--- config.mk ---
export PLATFORM = sky130hd
export DESIGN_NAME = tri_interval_timer
export DESIGN_NICKNAME = d
export VERILOG_FILES = /design/src/rtl/tmr_pkg.sv /design/src/rtl/tmr_prescaler.sv /design/src/rtl/tmr_channel.sv /design/src/rtl/tri_interval_timer.sv
export SDC_FILE = /design/constraint.sdc
export NUM_CORES = 1
export LEC_CHECK = 0
export BUFFER_PORTS_ARGS = -buffer_cell sky130_fd_sc_hd__buf_2
export CAP_MARGIN = 20
export CELL_PAD_IN_SITES_DETAIL_PLACEMENT = 0
export CELL_PAD_IN_SITES_GLOBAL_PLACEMENT = 2
export CORE_ASPECT_RATIO = 1.75
export CORE_MARGIN = 2
export CORE_UTILIZATION = 30
export DETAILED_ROUTE_END_ITERATION = 6
export PLACE_DENSITY_LB_ADDON = 0.1
export SLEW_MARGIN = 0
export SYNTH_ARGS = -nofsm -noshare
export SYNTH_HDL_FRONTEND = slang
export SYNTH_SLANG_ARGS = --single-unit
export TNS_END_PERCENT = 10
--- constraint.sdc ---
create_clock -name clk -period 4.3 [get_ports clk]
set_input_delay 0.86 -clock clk [delete_from_list [all_inputs] [get_ports clk]]
set_output_delay 0.86 -clock clk [all_outputs]
set_load 0.05 [all_outputs]
--- src/rtl/tmr_pkg.sv ---
package tmr_pkg;
    // channel state: {interval_mode, stop}
    typedef enum logic [1:0] {
        ST_RUN_FREE  = 2'b00,
        ST_HALT_FREE = 2'b01,
        ST_RUN_INTV  = 2'b10,
        ST_HALT_INTV = 2'b11
    } ch_state_e;

    // word base of each register group
    localparam int GRP_CLK  = 0;
    localparam int GRP_CTL  = 3;
    localparam int GRP_CNT  = 6;
    localparam int GRP_INTV = 9;
    localparam int GRP_STS  = 21;
    localparam int GRP_IER  = 24;

    // field positions
    localparam int CLK_PEN   = 0;
    localparam int CTL_STOP  = 0;
    localparam int CTL_INTV  = 1;
    localparam int CTL_RST   = 4;
    localparam int CTL_SPARE = 5;
    localparam int STS_INTV  = 0;
    localparam int STS_OVF   = 3;
endpackage

--- src/rtl/tmr_prescaler.sv ---
module tmr_prescaler #(
    parameter int EXP_W = 4
) (
    input  logic             clk,
    input  logic             rst_n,
    input  logic             clear,
    input  logic             en,
    input  logic [EXP_W-1:0] exp_sel,
    output logic             tick
);
    localparam int DIV_W = 2 ** EXP_W;
    localparam int SH_W  = EXP_W + 1;

    logic [DIV_W-1:0] div_q;
    logic [DIV_W-1:0] mask;
    logic [SH_W-1:0]  shamt;

    always_comb begin
        shamt = SH_W'(exp_sel) + SH_W'(1);
        mask  = (DIV_W'(1) << shamt) - DIV_W'(1);
    end

    always_ff @(posedge clk) begin
        if (!rst_n)     div_q <= '0;
        else if (clear) div_q <= '0;
        else            div_q <= div_q + DIV_W'(1);
    end

    assign tick = !en || ((div_q & mask) == mask);
endmodule

--- src/rtl/tmr_channel.sv ---
module tmr_channel
    import tmr_pkg::*;
#(
    parameter int CNT_W  = 16,
    parameter int EXP_W  = 4,
    parameter int DATA_W = 32
) (
    input  logic              clk,
    input  logic              rst_n,
    input  logic              clk_wr,
    input  logic              ctl_wr,
    input  logic              intv_wr,
    input  logic              ier_wr,
    input  logic              sts_rd,
    input  logic [DATA_W-1:0] wdata,
    output logic [DATA_W-1:0] clk_rv,
    output logic [DATA_W-1:0] ctl_rv,
    output logic [DATA_W-1:0] cnt_rv,
    output logic [DATA_W-1:0] intv_rv,
    output logic [DATA_W-1:0] sts_rv,
    output logic [DATA_W-1:0] ier_rv,
    output logic              irq
);
    ch_state_e        state_q, state_d;
    logic             pen_q, spare_q;
    logic [EXP_W-1:0] exp_q;
    logic [CNT_W-1:0] cnt_q, intv_q;
    logic             en_intv_q, en_ovf_q;
    logic             sts_intv_q, sts_ovf_q;
    logic             running, intv_mode;
    logic             tick, restart, step, ev_intv, ev_ovf;
    logic             unused_wdata;

    assign unused_wdata = ^wdata;
    assign restart      = ctl_wr && wdata[CTL_RST];

    // state register
    always_ff @(posedge clk) begin
        if (!rst_n) state_q <= ST_HALT_FREE;
        else        state_q <= state_d;
    end

    // next state: a control write selects the state from bits {1,0}
    always_comb begin
        state_d = state_q;
        if (ctl_wr) begin
            unique case ({wdata[CTL_INTV], wdata[CTL_STOP]})
                2'b00: state_d = ST_RUN_FREE;
                2'b01: state_d = ST_HALT_FREE;
                2'b10: state_d = ST_RUN_INTV;
                2'b11: state_d = ST_HALT_INTV;
            endcase
        end
    end

    // state outputs
    always_comb begin
        running   = 1'b0;
        intv_mode = 1'b0;
        unique case (state_q)
            ST_RUN_FREE:  running = 1'b1;
            ST_HALT_FREE: running = 1'b0;
            ST_RUN_INTV:  begin running = 1'b1; intv_mode = 1'b1; end
            ST_HALT_INTV: intv_mode = 1'b1;
        endcase
    end

    // configuration storage
    always_ff @(posedge clk) begin
        if (!rst_n) begin
            pen_q     <= 1'b0;
            exp_q     <= '0;
            spare_q   <= 1'b0;
            intv_q    <= '0;
            en_intv_q <= 1'b0;
            en_ovf_q  <= 1'b0;
        end else begin
            if (clk_wr) begin
                pen_q <= wdata[CLK_PEN];
                exp_q <= wdata[EXP_W:1];
            end
            if (ctl_wr)  spare_q <= wdata[CTL_SPARE];
            if (intv_wr) intv_q  <= wdata[CNT_W-1:0];
            if (ier_wr) begin
                en_intv_q <= wdata[STS_INTV];
                en_ovf_q  <= wdata[STS_OVF];
            end
        end
    end

    tmr_prescaler #(.EXP_W(EXP_W)) u_div (
        .clk     (clk),
        .rst_n   (rst_n),
        .clear   (restart),
        .en      (pen_q),
        .exp_sel (exp_q),
        .tick    (tick)
    );

    assign step    = running && tick && !restart;
    assign ev_intv = step && intv_mode && (cnt_q == intv_q);
    assign ev_ovf  = step && !intv_mode && (&cnt_q);

    always_ff @(posedge clk) begin
        if (!rst_n)       cnt_q <= '0;
        else if (restart) cnt_q <= '0;
        else if (ev_intv) cnt_q <= '0;
        else if (step)    cnt_q <= cnt_q + CNT_W'(1);
    end

    // status: a read clears, but an event on the same edge wins
    always_ff @(posedge clk) begin
        if (!rst_n) begin
            sts_intv_q <= 1'b0;
            sts_ovf_q  <= 1'b0;
        end else if (sts_rd) begin
            sts_intv_q <= ev_intv;
            sts_ovf_q  <= ev_ovf;
        end else begin
            sts_intv_q <= sts_intv_q | ev_intv;
            sts_ovf_q  <= sts_ovf_q | ev_ovf;
        end
    end

    assign irq = (sts_intv_q && en_intv_q) || (sts_ovf_q && en_ovf_q);

    always_comb begin
        clk_rv             = '0;
        clk_rv[CLK_PEN]    = pen_q;
        clk_rv[EXP_W:1]    = exp_q;
        ctl_rv             = '0;
        ctl_rv[CTL_STOP]   = !running;
        ctl_rv[CTL_INTV]   = intv_mode;
        ctl_rv[CTL_SPARE]  = spare_q;
        cnt_rv             = DATA_W'(cnt_q);
        intv_rv            = DATA_W'(intv_q);
        sts_rv             = '0;
        sts_rv[STS_INTV]   = sts_intv_q;
        sts_rv[STS_OVF]    = sts_ovf_q;
        ier_rv             = '0;
        ier_rv[STS_INTV]   = en_intv_q;
        ier_rv[STS_OVF]    = en_ovf_q;
    end

    // a stopped counter holds
    assert_halt_holds_R3: assert property (@(posedge clk) disable iff (!rst_n)
        (!running && !restart) |=> $stable(cnt_q));

    // the restart bit zeroes the count
    assert_restart_zero_R4: assert property (@(posedge clk) disable iff (!rst_n)
        restart |=> (cnt_q == '0));

    // free wrap flags overflow
    assert_free_wrap_R5: assert property (@(posedge clk) disable iff (!rst_n)
        (state_q == ST_RUN_FREE && tick && (&cnt_q) && !ctl_wr)
        |=> (cnt_q == '0 && sts_ovf_q));

    // reaching the limit returns to zero and flags the interval event
    assert_intv_return_R6: assert property (@(posedge clk) disable iff (!rst_n)
        (state_q == ST_RUN_INTV && tick && cnt_q == intv_q && !ctl_wr)
        |=> (cnt_q == '0 && sts_intv_q));

    // a read with no new event leaves status clear
    assert_read_clears_R8: assert property (@(posedge clk) disable iff (!rst_n)
        (sts_rd && !ev_intv && !ev_ovf) |=> (!sts_intv_q && !sts_ovf_q));
endmodule

--- src/rtl/tri_interval_timer.sv ---
module tri_interval_timer
    import tmr_pkg::*;
#(
    parameter int NUM_CH = 3,
    parameter int CNT_W  = 16,
    parameter int EXP_W  = 4,
    parameter int ADDR_W = 6,
    parameter int DATA_W = 32
) (
    input  logic              clk,
    input  logic              rst_n,
    input  logic              bus_wr,
    input  logic              bus_rd,
    input  logic [ADDR_W-1:0] bus_addr,
    input  logic [DATA_W-1:0] bus_wdata,
    output logic [DATA_W-1:0] bus_rdata,
    output logic [NUM_CH-1:0] irq
);
    logic [NUM_CH-1:0][DATA_W-1:0] clk_rv, ctl_rv, cnt_rv, intv_rv, sts_rv, ier_rv;
    logic [NUM_CH-1:0] wr_clk, wr_ctl, wr_intv, wr_ier, rd_sts;
    logic [DATA_W-1:0] rd_val;

    for (genvar g = 0; g < NUM_CH; g++) begin : g_ch
        assign wr_clk[g]  = bus_wr && (bus_addr == ADDR_W'(GRP_CLK + g));
        assign wr_ctl[g]  = bus_wr && (bus_addr == ADDR_W'(GRP_CTL + g));
        assign wr_intv[g] = bus_wr && (bus_addr == ADDR_W'(GRP_INTV + g));
        assign wr_ier[g]  = bus_wr && (bus_addr == ADDR_W'(GRP_IER + g));
        assign rd_sts[g]  = bus_rd && (bus_addr == ADDR_W'(GRP_STS + g));

        tmr_channel #(.CNT_W(CNT_W), .EXP_W(EXP_W), .DATA_W(DATA_W)) u_ch (
            .clk     (clk),
            .rst_n   (rst_n),
            .clk_wr  (wr_clk[g]),
            .ctl_wr  (wr_ctl[g]),
            .intv_wr (wr_intv[g]),
            .ier_wr  (wr_ier[g]),
            .sts_rd  (rd_sts[g]),
            .wdata   (bus_wdata),
            .clk_rv  (clk_rv[g]),
            .ctl_rv  (ctl_rv[g]),
            .cnt_rv  (cnt_rv[g]),
            .intv_rv (intv_rv[g]),
            .sts_rv  (sts_rv[g]),
            .ier_rv  (ier_rv[g]),
            .irq     (irq[g])
        );
    end

    always_comb begin
        rd_val = '0;
        for (int c = 0; c < NUM_CH; c++) begin
            if (bus_addr == ADDR_W'(GRP_CLK + c))  rd_val = clk_rv[c];
            if (bus_addr == ADDR_W'(GRP_CTL + c))  rd_val = ctl_rv[c];
            if (bus_addr == ADDR_W'(GRP_CNT + c))  rd_val = cnt_rv[c];
            if (bus_addr == ADDR_W'(GRP_INTV + c)) rd_val = intv_rv[c];
            if (bus_addr == ADDR_W'(GRP_STS + c))  rd_val = sts_rv[c];
            if (bus_addr == ADDR_W'(GRP_IER + c))  rd_val = ier_rv[c];
        end
    end

    always_ff @(posedge clk) begin
        if (!rst_n)      bus_rdata <= '0;
        else if (bus_rd) bus_rdata <= rd_val;
    end

    // read data holds between reads
    assert_rdata_hold_R11: assert property (@(posedge clk) disable iff (!rst_n)
        !bus_rd |=> $stable(bus_rdata));
endmodule

==> impl_metrics.py <==
metrics = {
    "critical_path": {
        "worst_ep_arrival_time_ns": 3.81,
        "crit_path_start_kind": "flip-flop",
        "worstPathRequired_ns": 4.69,
        "cp-end-kind": "flip-flop",
        "worst-path-max-fanout": 16,
        "critical_path_class": "reg2reg",
    },
    "placement": {
        "routabilityCongestion": 0.809,
        "numPortBuffers": 44,
        "dp_hpwl_um": 28700,
        "place_ws_ns": 0.870,
        "dp.cells": 1837,
    },
    "sta": {
        "setup_ws_ns": 0.882,
        "finClkSkew_ns": 0.0103,
        "fmax_mhz": 293,
        "finalHoldViolations": 0,
        "tightest_slew_ns": 0.834,
        "drv_slew": 0,
        "rsz0062_at_grt": "no",
        "setup_viol": 0,
        "max-slew-margin-rel_pct": 44.4,
        "min_period_over_period_pct": 79.5,
        "min_period_ns": 3.42,
        "setup_tns_ns": 0,
    },
    "yosys": {
        "synth_area_per_cell_um2": 7.81,
        "yosys_most_used_dff": "dfxtp_1",
        "ys_seq_area_share_pct": 36.2,
        "ys_ff_latch": 196,
        "synth_simple_gate_area_share_pct": 25.8,
        "synth_largest_area_cell": "dfxtp_1",
        "syn-cell-area_um2": 10800,
        "synthAdderAreaFrac_pct": 1.04,
        "yosys.area_share.xor_xnor_pct": 6.79,
        "synth_top_area_share_pct": 36.2,
        "yosysWarnings": 0,
        "syn_inst": 1387,
        "ys_async_sr_fraction_pct": 0,
        "synthTopCellsByArea": "dfxtp_1 (36%), nand2_1 (6.8%), a21oi_1 (6.5%)",
        "muxShareOfSynthArea_pct": 3.47,
        "ys_types": 71,
        "synth_top_family_by_area": "simple AND/OR/NAND/NOR gates",
        "synth-compound-area-share_pct": 20.2,
        "synth_edf_count": 0,
    },
    "clock_tree": {
        "cts_tree": "built",
        "clkLatencyLatePin_ns": 0.46,
        "clock_sinks": 196,
        "postCtsHoldBufs": 0,
        "root_buffer": "clkbuf_16",
        "cts_buffers": 17,
        "post-cts-setup-buffers": 0,
        "htree_levels": 4,
        "clockBufferDepth": 2,
        "ctsResizeCount": 0,
        "clk_pin_slew_ns": 0.08,
    },
    "floorplanning": {
        "dieHeight_um": 255,
        "die_w_um": 148,
        "core-area_um2": 35800,
        "num_rows": 92,
        "die_area_um2": 37700,
        "io_pins": 77,
        "initial_utilization_pct": 30.3,
    },
    "route": {
        "wl_per_cell_um": 20.8,
        "via_per_inst": 5.38,
        "first_pass_iters": 7,
        "dr_total_vias": 10100,
        "drc": 0,
        "postRouteAntennaNets": 0,
        "drt_iter0_drc": 481,
        "totalWireLength_um": 38900,
    },
    "grt": {
        "use_met2_pct": 38.9,
        "grt_antenna_before_repair": 1,
        "grt.overflow.total": 0,
        "grt_pass1_vias": 9705,
        "grt_util_met1_pct": 23.3,
        "grt_max_degree": 54,
        "grt_use_met3_pct": 2.95,
        "grt.busiest_layer": "met2",
        "grt_pass1_wl_um": 59500,
        "grt_usage_pct": 20.6,
    },
    "final_layout": {
        "synthToLayoutAreaGrowth_pct": 11.0,
        "seq_area_um2": 3920,
        "fillers": 3860,
        "antenna_cells": 0,
        "nets": 1437,
        "fin_cells": 1869,
        "multiInputGateArea_um2": 6280,
        "drive_gt1_share_pct": 10.1,
    },
    "power": {
        "p_per_area_nw_per_um2": 315,
        "p_leak_uw": 0.00419,
        "ir_worst_vdd_uv": 252,
    },
    "run": {
        "drv_cap": 0,
    },
    "min_path": {
        "timing.hold.worst.class": "reg2reg",
    },
    "run_status": {
        "status": "finished clean",
    },
}
-- cell type report --
class / instances / share of cell area [%]
Inverter: 33 / 1.03
Multi-Input combinational cell: 1056 / 52.3
Sequential cell: 196 / 32.6
Tap cell: 470 / 4.89
Timing Repair Buffer: 82 / 4.21
Clock buffer: 17 / 3.54
Clock inverter: 15 / 1.41
-- placed cells by master, fill, tap and decap left out, types with 15 or more instances in the layout --
master,instances
dfxtp_1,196
nand2_1,195
a21oi_1,140
nor2_1,108
nand3_1,62
o21ai_0,52
xor2_1,48
buf_2,44
buf_4,38
xnor2_1,36
inv_1,32
nand4_1,31
or4_1,29
o31ai_1,28
and3_1,25
a22oi_1,24
mux2i_1,24
or3_1,22
conb_1,19
nor3_1,17
clkbuf_16,17
o211ai_1,15
-- worst paths after layout --
check,end,slack (ns),depth (start not counted),start
setup reg to reg,g_ch[0].u_ch.cnt_q[3],0.88,10,g_ch[0].u_ch.exp_q[3]
hold reg to reg,g_ch[1].u_ch.u_div.div_q[0],0.46,1,g_ch[1].u_ch.u_div.div_q[0]
setup / recovery,g_ch[0].u_ch.cnt_q[3],0.88,10,g_ch[0].u_ch.exp_q[3]
hold / removal,g_ch[1].u_ch.u_div.div_q[0],0.46,1,g_ch[1].u_ch.u_div.div_q[0]
-- routing by layer --
metal / part of all wire (%) / up-vias
met3: 2.9 / 46
met4: 2.8 / 2
li1: - / 4957
met2: 54 / 197
met1: 40 / 4858
met5: 0.033 / -
-- logic make-up (layout without fill, tap and decap cells) --
group,after synthesis,in the layout
xor+xnor,84,84
compound gates,346,346
buf+inv,152,147
fa+ha+maj,9,9
simple gates,562,562
other cells,2,19
flops,196,196
mux,36,36
-- sequential cells by signal (all words and copies together), names as in the netlist --
| name | flops |
|---|---|
| g_ch.u_ch.intv_q | 48 |
| g_ch.u_ch.u_div.div_q | 48 |
| g_ch.u_ch.sts_ovf_q | 3 |
| bus_rdata | 16 |
| g_ch.u_ch.exp_q | 12 |
| g_ch.u_ch.pen_q | 3 |
| g_ch.u_ch.sts_intv_q | 3 |
| g_ch.u_ch.spare_q | 3 |
| g_ch.u_ch.en_ovf_q | 3 |
| g_ch.u_ch.state_q | 6 |
| g_ch.u_ch.en_intv_q | 3 |
| g_ch.u_ch.cnt_q | 48 |
-- metrics by stage --
| step | hold WS, ns | utilization, % | total power (uW) | cell area (um^2) |
|---|---|---|---|---|
| 5_1_grt | 0.479 | 33.6 | 3930 | 12000 |
| 6_report | 0.463 | 33.6 | 3790 | 12000 |
| 3_3_place_gp | 0.440 | 31.9 | 2150 | 11400 |
| 4_1_cts | 0.462 | 33.6 | 3860 | 12000 |
| 2_1_floorplan | 0.427 | - | 2060 | 10900 |
| 3_5_place_dp | 0.449 | 31.9 | 2140 | 11400 |
-- cell usage after synthesis (6+ instances only) --
master    number
a21oi_1      140
a222oi_1      11
a22o_1         6
a22oi_1       24
a31oi_1        7
and2_1         8
and3_1        25
buf_2         22
buf_4         19
clkbuf_1      70
dfxtp_1      196
ha_1           9
inv_1         33
mux2_2        12
mux2i_1       24
nand2_1      195
nand2b_1      11
nand3_1       62
nand4_1       31
nor2_1       108
nor3_1        17
nor3b_1        7
nor4_1        12
nor4b_1        6
o211ai_1      15
o21ai_0       52
o22ai_1        8
o31ai_1       28
or3_1         22
or4_1         29
xnor2_1       36
xor2_1        48
-- power by group --
part	internal, uW	switching, uW
logic	59.7	195
clock network	875	815
registers	1830	15.1
-- critical path, cell delays in order, from the launching register on --
cell and delay [ns]:
dfxtp_1 0.42, or4_1 0.60, ha_1 0.31, nand2_1 0.10
a211oi_1 0.08, nor4_2 0.35, a41oi_2 0.23, or3_1 0.54
buf_4 0.25, or3_1 0.35, a21oi_1 0.13
(Power assumes the default switching activity.)
